--- config.mk ---
export PLATFORM = sky130hd
export DESIGN_NAME = prio_bank
export DESIGN_NICKNAME = d
export VERILOG_FILES = /design/src/rtl/prio_pkg.sv /design/src/rtl/prio_lane.sv /design/src/rtl/prio_store.sv /design/src/rtl/prio_bank.sv
export SDC_FILE = /design/constraint.sdc
export NUM_CORES = 1
export LEC_CHECK = 0
export ABC_AREA = 0
export BUFFER_PORTS_ARGS = -buffer_cell sky130_fd_sc_hd__buf_2
export CAP_MARGIN = 20
export CORE_ASPECT_RATIO = 2
export CORE_MARGIN = 2
export CORE_UTILIZATION = 57
export DETAILED_ROUTE_END_ITERATION = 12
export GPL_TIMING_DRIVEN = 0
export MAX_ROUTING_LAYER = met4
export PLACE_DENSITY = 0.74
export SKIP_CTS_REPAIR_TIMING = 1
export SYNTH_ARGS = -nofsm -noshare
export SYNTH_HDL_FRONTEND = slang
export SYNTH_SLANG_ARGS = --single-unit
--- constraint.sdc ---
create_clock -name clk -period 7.4 [get_ports clk]
set_input_delay 1.48 -clock clk [delete_from_list [all_inputs] [get_ports clk]]
set_output_delay 1.48 -clock clk [all_outputs]
set_load 0.05 [all_outputs]
--- src/rtl/prio_pkg.sv ---
package prio_pkg;
   typedef logic [7:0] prio_t;

   localparam int LANES = 4;

   // view presented to a restricted reader: one bit up, top bit lost
   function automatic prio_t restricted_read_view(input prio_t stored);
      return {stored[6:0], 1'b0};
   endfunction

   // value stored by a restricted writer: top bit forced, one bit down
   function automatic prio_t restricted_write_view(input prio_t wval);
      return {1'b1, wval[7:1]};
   endfunction
endpackage

--- src/rtl/prio_lane.sv ---
module prio_lane
   import prio_pkg::*;
(
   input  logic  in_range,
   input  logic  restricted,
   input  logic  grp,
   input  prio_t stored,
   input  prio_t wval,
   input  logic  wreq,
   output prio_t rval,
   output logic  wen,
   output prio_t wout
);
   logic visible;

   assign visible = in_range && (!restricted || grp);

   always_comb begin
      if (!visible)        rval = '0;
      else if (restricted) rval = restricted_read_view(stored);
      else                 rval = stored;
   end

   assign wen  = wreq && visible;
   assign wout = restricted ? restricted_write_view(wval) : wval;
endmodule

--- src/rtl/prio_store.sv ---
module prio_store
   import prio_pkg::*;
#(
   parameter int ROWS  = 8,
   parameter int IDX_W = $clog2(ROWS)
) (
   input  logic             clk,
   input  logic             rst_n,
   input  logic [IDX_W-1:0] idx,
   input  logic             idx_ok,
   input  logic [LANES-1:0] we,
   input  prio_t            wbytes [LANES],
   output prio_t            rbytes [LANES]
);
   prio_t mem [ROWS][LANES];
   logic  hit;

   assign hit = idx_ok && (int'(idx) < ROWS);

   for (genvar k = 0; k < LANES; k++) begin : g_lane
      assign rbytes[k] = hit ? mem[idx][k] : '0;

      always_ff @(posedge clk) begin
         if (!rst_n) begin
            for (int r = 0; r < ROWS; r++) mem[r][k] <= '0;
         end else if (we[k] && hit) begin
            mem[idx][k] <= wbytes[k];
         end
      end
   end
endmodule

--- src/rtl/prio_bank.sv ---
module prio_bank
   import prio_pkg::*;
#(
   parameter int NUM_IRQ      = 64,
   parameter int ADDR_W       = 10,
   parameter int FIRST_SHARED = 32
) (
   input  logic               clk,
   input  logic               rst_n,
   input  logic               sec_disable,
   input  logic [NUM_IRQ-1:0] irq_group,
   input  logic               req_valid,
   input  logic               req_write,
   input  logic               req_word,
   input  logic               req_secure,
   input  logic [ADDR_W-1:0]  req_addr,
   input  logic [31:0]        req_wdata,
   output logic               rsp_valid,
   output logic               rsp_err,
   output logic [31:0]        rsp_rdata
);
   localparam int ROW_W    = ADDR_W - 2;
   localparam int BASE_ROW = FIRST_SHARED / LANES;
   localparam int ROWS     = (NUM_IRQ - FIRST_SHARED) / LANES;
   localparam int IDX_W    = (ROWS > 1) ? $clog2(ROWS) : 1;
   localparam int SPAN     = 2 ** ADDR_W;

   if (NUM_IRQ % 32 != 0 || NUM_IRQ <= FIRST_SHARED) begin : g_bad_count
      $error("prio_bank: NUM_IRQ must be a multiple of 32 above FIRST_SHARED");
   end
   if (NUM_IRQ > SPAN) begin : g_bad_addr
      $error("prio_bank: ADDR_W too narrow for NUM_IRQ");
   end
   if (FIRST_SHARED % LANES != 0) begin : g_bad_base
      $error("prio_bank: FIRST_SHARED must be word aligned");
   end

   logic [ROW_W-1:0] row;
   logic [1:0]       sel;
   logic             restricted;
   logic             misalign;
   logic             word_ok;
   logic [SPAN-1:0]  grp_pad;
   logic [IDX_W-1:0] sidx;
   logic [LANES-1:0] in_rng;
   logic [LANES-1:0] we;
   prio_t            stored [LANES];
   prio_t            rd_lane [LANES];
   prio_t            wb_lane [LANES];
   logic [31:0]      rd_word;

   assign row        = req_addr[ADDR_W-1:2];
   assign sel        = req_addr[1:0];
   assign restricted = !req_secure && !sec_disable;
   assign misalign   = req_word && (sel != 2'd0);
   assign word_ok    = &in_rng;
   assign grp_pad    = SPAN'(irq_group);
   assign sidx       = IDX_W'(row - ROW_W'(BASE_ROW));

   for (genvar k = 0; k < LANES; k++) begin : g_lane
      logic [ADDR_W-1:0] irq_k;
      logic              active_k;
      logic              wreq_k;
      prio_t             wval_k;

      assign irq_k     = {row, 2'(k)};
      assign in_rng[k] = ({1'b0, irq_k} >= (ADDR_W+1)'(FIRST_SHARED)) &&
                         ({1'b0, irq_k} <  (ADDR_W+1)'(NUM_IRQ));
      assign active_k  = req_word ? !misalign : (sel == 2'(k));
      assign wreq_k    = req_valid && req_write && active_k && (!req_word || word_ok);
      assign wval_k    = req_word ? req_wdata[8*k +: 8] : req_wdata[7:0];

      prio_lane u_lane (
         .in_range   (in_rng[k]),
         .restricted (restricted),
         .grp        (grp_pad[irq_k]),
         .stored     (stored[k]),
         .wval       (wval_k),
         .wreq       (wreq_k),
         .rval       (rd_lane[k]),
         .wen        (we[k]),
         .wout       (wb_lane[k])
      );
   end

   prio_store #(.ROWS(ROWS), .IDX_W(IDX_W)) u_store (
      .clk    (clk),
      .rst_n  (rst_n),
      .idx    (sidx),
      .idx_ok (in_rng[0]),
      .we     (we),
      .wbytes (wb_lane),
      .rbytes (stored)
   );

   always_comb begin
      if (req_word) rd_word = {rd_lane[3], rd_lane[2], rd_lane[1], rd_lane[0]};
      else          rd_word = {24'd0, rd_lane[sel]};
   end

   always_ff @(posedge clk) begin
      if (!rst_n) begin
         rsp_valid <= 1'b0;
         rsp_err   <= 1'b0;
         rsp_rdata <= '0;
      end else begin
         rsp_valid <= req_valid;
         rsp_err   <= req_valid && misalign;
         rsp_rdata <= (req_valid && !req_write && !misalign) ? rd_word : '0;
      end
   end
endmodule

=== After elaboration in Yosys (flattened, before gate mapping) ===
Memories as Yosys holds them, arrays and structs flattened.
Index checks and enable logic that the tools add are counted.

* Add/subtract/negate cells: 1
* $mul: 0
* Div/mod/pow operators: 0
* Order comparisons: 13
* Equal/unequal tests: 3
* Shift-type cells: 0
* Mux-type cells: 51
* Bitwise logic cells: 1
* Reductions and logical operators: 47

{| class="wikitable"
|+ Operators with widths
! kind !! count
|-
| 8-bit 2-to-1 mux || 22
|-
| 10-bit by 11-bit less-than comparator with 1-bit output, second input constant || 4
|-
| 10-bit by 6-bit >= comparator with 1-bit output, second input constant || 4
|-
| 10-bit by 7-bit less-than comparator with 1-bit output, second input constant || 4
|-
| 1-bit binary-select mux with 8-bit select || 4
|-
| 32-bit 2-to-1 mux || 1
|-
| 32-bit OR reduction || 1
|-
| 1-bit logical AND || 30
|-
| 1-bit 2-to-1 mux || 21
|-
| 8-bit binary-select mux with 2-bit select || 1
|-
| 1-bit zero test || 6
|-
| 1-bit logical OR || 5
|-
| 2-bit == test, second input constant || 2
|-
| 4-bit 2-to-1 mux || 1
|-
| 4-bit AND reduction || 1
|-
| 3-bit >= comparator, second input constant || 1
|-
| 3-bit 2-to-1 mux || 1
|-
| 2-bit inverter with 3-bit output || 1
|-
| 3-bit AND reduction || 1
|-
| 3-bit by 1-bit subtractor with 3-bit output, second input constant || 1
|-
| 2-bit by 1-bit == test with 1-bit output, second input constant || 1
|-
| 2-bit zero test || 1
|-
| 2-bit AND reduction || 1
|-
| 2-bit nonzero test || 1
|}

* Register bits: 34
* Latch bits: 0
* Memory bits (writable): 256
* Memory bits (read-only): 0
* Input port bits: 113
* Output and inout bits: 34
* Logic and storage cells: 121
* Memories: 1

{| class="wikitable"
|+ Memory list
! memory !! depth !! width !! rd ports !! clocked after Yosys merged registers in !! write ports !! RTL line !! source
|-
| u_store.mem || 8 || 32 || 1 || 0 || 8 || prio_store.sv:15 || <nowiki>prio_t mem [ROWS][LANES];</nowiki>
|}

=== Depth between registers and ports, before layout ===
* Depth after elaboration: 13
* Depth in mapped cells: 12
* Mapped depth without buffers: 7

=== Modules after synthesis ===
A second synthesis with hierarchy kept.

* Cell total of the unflattened synthesis: 1,440
* Area, all modules: 15,114.5 sq um

{| class="wikitable"
|+ By module, submodules not included
! module !! instances !! cells each !! area an instance (sq um) !! sequential area each (sq um)
|-
| prio_store || 1 || 1,091 || 12,059.1 || 6,566.3
|-
| prio_bank || 1 || 241 || 2,069.5 || 680.7
|-
| prio_lane || 4 || 27 || 246.5 || 0.0
|}

=== Worst setup path before layout ===
Ideal clock, no wire load.

* Kind: input to register
* Start: input req_addr[3]
* End: memory u_store.mem[1][24] in the netlist's numbering, enable pin
* Library setup time: 0.330 ns
* Arrival: 3.512 ns
* Required time: 7.070 ns
* Setup slack: 3.559 ns
* Stages: 10
* Buffers on the path: 5
* Path through: buf_2 > buf_4 > buf_2 > buf_2 > a22oi_1 > o2111ai_1 > nor4b_1 > clkbuf_1 > nand3_1 > nand2_1

{| class="wikitable"
|+ RTL lines
! item !! RTL line !! source
|-
| start: declaration || prio_bank.sv:16 || <nowiki>input logic [ADDR_W-1:0] req_addr,</nowiki>
|-
| end: declaration || prio_store.sv:15 ||
|}

==> impl_metrics.env <==
export IMPL_status="complete, no violations"
export IMPL_die_h_um=225
export IMPL_hold_violations=0
export IMPL_postSynthAreaPerCell_sq_um=10.7
export IMPL_synth_simple_gate_area_share=0.179
export IMPL_wl_met2_um=25500
export IMPL_antenna_found_initial=1
export IMPL_rrSetupSlack_ns=5.04
export IMPL_track_usage=0.427
export IMPL_maxCapViolCount=0
export IMPL_synth_xor_area_frac=0.00125
export IMPL_overflow=0
export IMPL_layout_nets=1561
export IMPL_yosysWarningCount=0
export IMPL_ios=147
export IMPL_synth_edf_count=144
export IMPL_tns_ns=0
export IMPL_ant_nets=0
export IMPL_synth_cells=1308
export IMPL_clk_path_buf_depth=3
export IMPL_io_buffers=109
export IMPL_cp_depth=10
export IMPL_synth_adder_area_share=0
export IMPL_cts_max_level=1
export IMPL_timing_rr_start="u_store.mem[4][20]$_SDFFCE_PN0P_"
export IMPL_cp_end_kind="register"
export IMPL_gp_congestion=1.07
export IMPL_cts_root_buffer="clkbuf_16"
export IMPL_seq_area_sq_mm=0.00725
export IMPL_coreArea_sq_mm=0.0242
export IMPL_numCtsBuffers=26
export IMPL_p_leak_nw=6.04
export IMPL_cts_tree="yes"
export IMPL_critPathTopFamily="buffers and inverters"
export IMPL_clkTransAtPathRegs_ns=0.07
export IMPL_synth_top_family_by_area="simple AND/OR/NAND/NOR gates"
export IMPL_wl_um=53600
export IMPL_crit_chain="buf_2 -> buf_4 -> buf_2 -> buf_2 -> a22oi_1 -> o2111ai_1 -> nor4b_1 -> clkbuf_1 -> nand3_1 -> nand2_1"
export IMPL_drc=0
export IMPL_wl_met1_um=18200
export IMPL_drive_gt1_frac=0.176
export IMPL_synthMuxAreaShare=0.159
export IMPL_fin_worst_skew_ns=0.0111
export IMPL_synth_compound_area_frac=0.113
export IMPL_grt_max_degree=17
export IMPL_cp_common_cell="buf_2"
export IMPL_insertion_delay_ns=0.56
export IMPL_critical_path_max_fanout=10
export IMPL_cp_buffers_inverters=5
export IMPL_hpwl_um=39600
export IMPL_grt_pass1_wl_um=75800
export IMPL_ys_types=62
export IMPL_fmax_ghz=0.208
export IMPL_worstHoldPathCells=2
export IMPL_min_from="u_store.mem[5][5]$_SDFFE_PN0P_"
export IMPL_nFillCells=1938
export IMPL_syn_nets=1421
export IMPL_worst_pin_slew_ns=1.15
export IMPL_start_util=0.576
export IMPL_first_iter_violations=1410
export IMPL_rr_endpoint="rsp_rdata[4]$_SDFF_PN0_"
export IMPL_synth_seq_cells=290
export IMPL_post_route_period_util=0.648
export IMPL_synth_top_flop_cell="dfxtp_1"
export IMPL_slew_headroom=0.225
export IMPL_area_growth_pct=13.0
export IMPL_die_x_um=115
export IMPL_rr_worst_depth=5
export IMPL_period_minus_slack_ns=4.80
export IMPL_synth_seq_area_share=0.519
export IMPL_vias=11900
export IMPL_wire_per_inst_um=30.5
export IMPL_first_pass_iters=5
export IMPL_hold_end="u_store.mem[5][5]$_SDFFE_PN0P_"
export IMPL_wl_met3_um=5230
export IMPL_final_common_cell="nor2_1"
export IMPL_ir_drop_mv=0.225
export IMPL_cpPeakStageDelay_ns=0.47
export IMPL_hp_class="reg -> reg"
export IMPL_crit_path_start_kind="input port"
export IMPL_cp_required_ns=7.62
export IMPL_drv_slew=0
export IMPL_fin_util=0.651
export IMPL_grt_pass1_vias=11500
export IMPL_synthArstFlopShare=0
export IMPL_syn_area_sq_mm=0.0140
export IMPL_top_layer="met4"
export IMPL_critPathArrivalTime_ns=5.02
export IMPL_mostFrequentLayoutCells="nor2_1, dfxtp_1, edfxtp_1"
export IMPL_via_per_inst=6.76
export IMPL_critPathKind="in -> reg"
export IMPL_cpMaxStageDelayCell="o2111ai_1"
export IMPL_clock_sinks=290
export IMPL_setup_viol_count_final=0
export IMPL_multi_input_area_sq_mm=0.00631
export IMPL_std_cell_rows=81
export IMPL_dieArea_sq_mm=0.0258
export IMPL_p_per_area_mw_per_mm2=226
export IMPL_total_power_mw=3.57
export IMPL_rsz0062_at_grt="false"
-- sequential cells by signal (all words and copies together), names as in the netlist --
signal,flops
u_store.mem,256
rsp_rdata,32
rsp_err,1
rsp_valid,1
-- tightest hold or removal path, cell delays in order, from the launching register on --
cell      delay [ns]
dfxtp_1         0.31
nand2_1         0.04
a21boi_0        0.06
-- layer usage --
layer,up-vias,GRT usage
li1,5041,-
met1,5661,0.498
met3,244,0.0578
met5,-,-
met4,0,0.295
met2,947,0.676
-- power breakdown --
| group | internal (mW) | total, mW | switching (mW) |
|---|---|---|---|
| Clock | 0.807 | 1.43 | 0.626 |
| Sequential | 1.72 | 1.74 | 0.0146 |
| Combinational | 0.120 | 0.402 | 0.282 |
| Total | 2.65 | 3.57 | 0.922 |
-- worst max path at each step --
| stage | startpoint | endpoint | slack [ns] |
|---|---|---|---|
| after floorplan | req_addr[3] | u_store.mem[1][24]$_SDFFCE_PN0P_ | 3.56 |
| after global placement | req_addr[3] | rsp_rdata[7]$_SDFF_PN0_ | 1.96 |
| after detailed placement | req_addr[4] | u_store.mem[1][27]$_SDFFCE_PN0P_ | 2.20 |
| after CTS | req_addr[4] | u_store.mem[1][29]$_SDFFCE_PN0P_ | 2.78 |
| after global routing | req_addr[3] | u_store.mem[1][28]$_SDFFCE_PN0P_ | 2.60 |
| final | req_addr[3] | u_store.mem[1][28]$_SDFFCE_PN0P_ | 2.60 |
-- kinds of logic (layout without fill, tap and decap cells) --
| kind of cell | count (synthesis) | after routing |
|---|---|---|
| and+or+nand+nor | 508 | 508 |
| DFF | 290 | 290 |
| AOI/OAI and AO/OA | 222 | 222 |
| muxes | 195 | 195 |
| buffers and inverters | 91 | 251 |
| xor gates and xnor gates | 2 | 2 |
| other | 0 | 1 |
-- synth_stat cells, types with 7 or more instances --
cell       number  area (sq um)
a21boi_0       24           180
a21o_1         16           120
a21oi_1        35           175
a221oi_1       11          96.3
a22oi_1        15           113
a2bb2oi_1       8          70.1
a31oi_1         8          50.1
and3_1         17           106
buf_1          12          45.0
buf_2          21           105
buf_4           9          67.6
clkbuf_1       41           154
dfxtp_1       146          2920
edfxtp_1      144          4320
inv_1           8          30.0
mux2_2         38           428
mux2i_1       139          1390
mux4_2         18           405
nand2_1       115           432
nand2b_1        9          56.3
nand3_1        28           140
nor2_1        192           721
nor2b_1        87           544
nor3b_1        15           113
o211a_1         7          70.1
o21ai_0        19          95.1
o221ai_1       12           105
o22ai_1        27           169
-- metrics by stage --
stage	std cells	worst slack, ns	hold slack (ns)	area, sq um
after detailed placement	1710	2.20	0.452	14900
after global placement	1707	1.96	0.448	14900
after floorplan	1308	3.56	0.437	14000
after global routing	1759	2.60	0.482	15800
after CTS	1758	2.78	0.461	15800
final	1759	2.60	0.457	15800
-- layout make-up --
class / count / area share
Buffer: 83 / 0.0236
Sequential cell: 290 / 0.459
Timing Repair Buffer: 112 / 0.0358
Clock buffer: 30 / 0.0435
Antenna cell: 1 / 0.000159
Inverter: 8 / 0.00190
Tap cell: 290 / 0.0230
Clock inverter: 18 / 0.0125
Multi-Input combinational cell: 927 / 0.400
(Power assumes the default switching activity.)
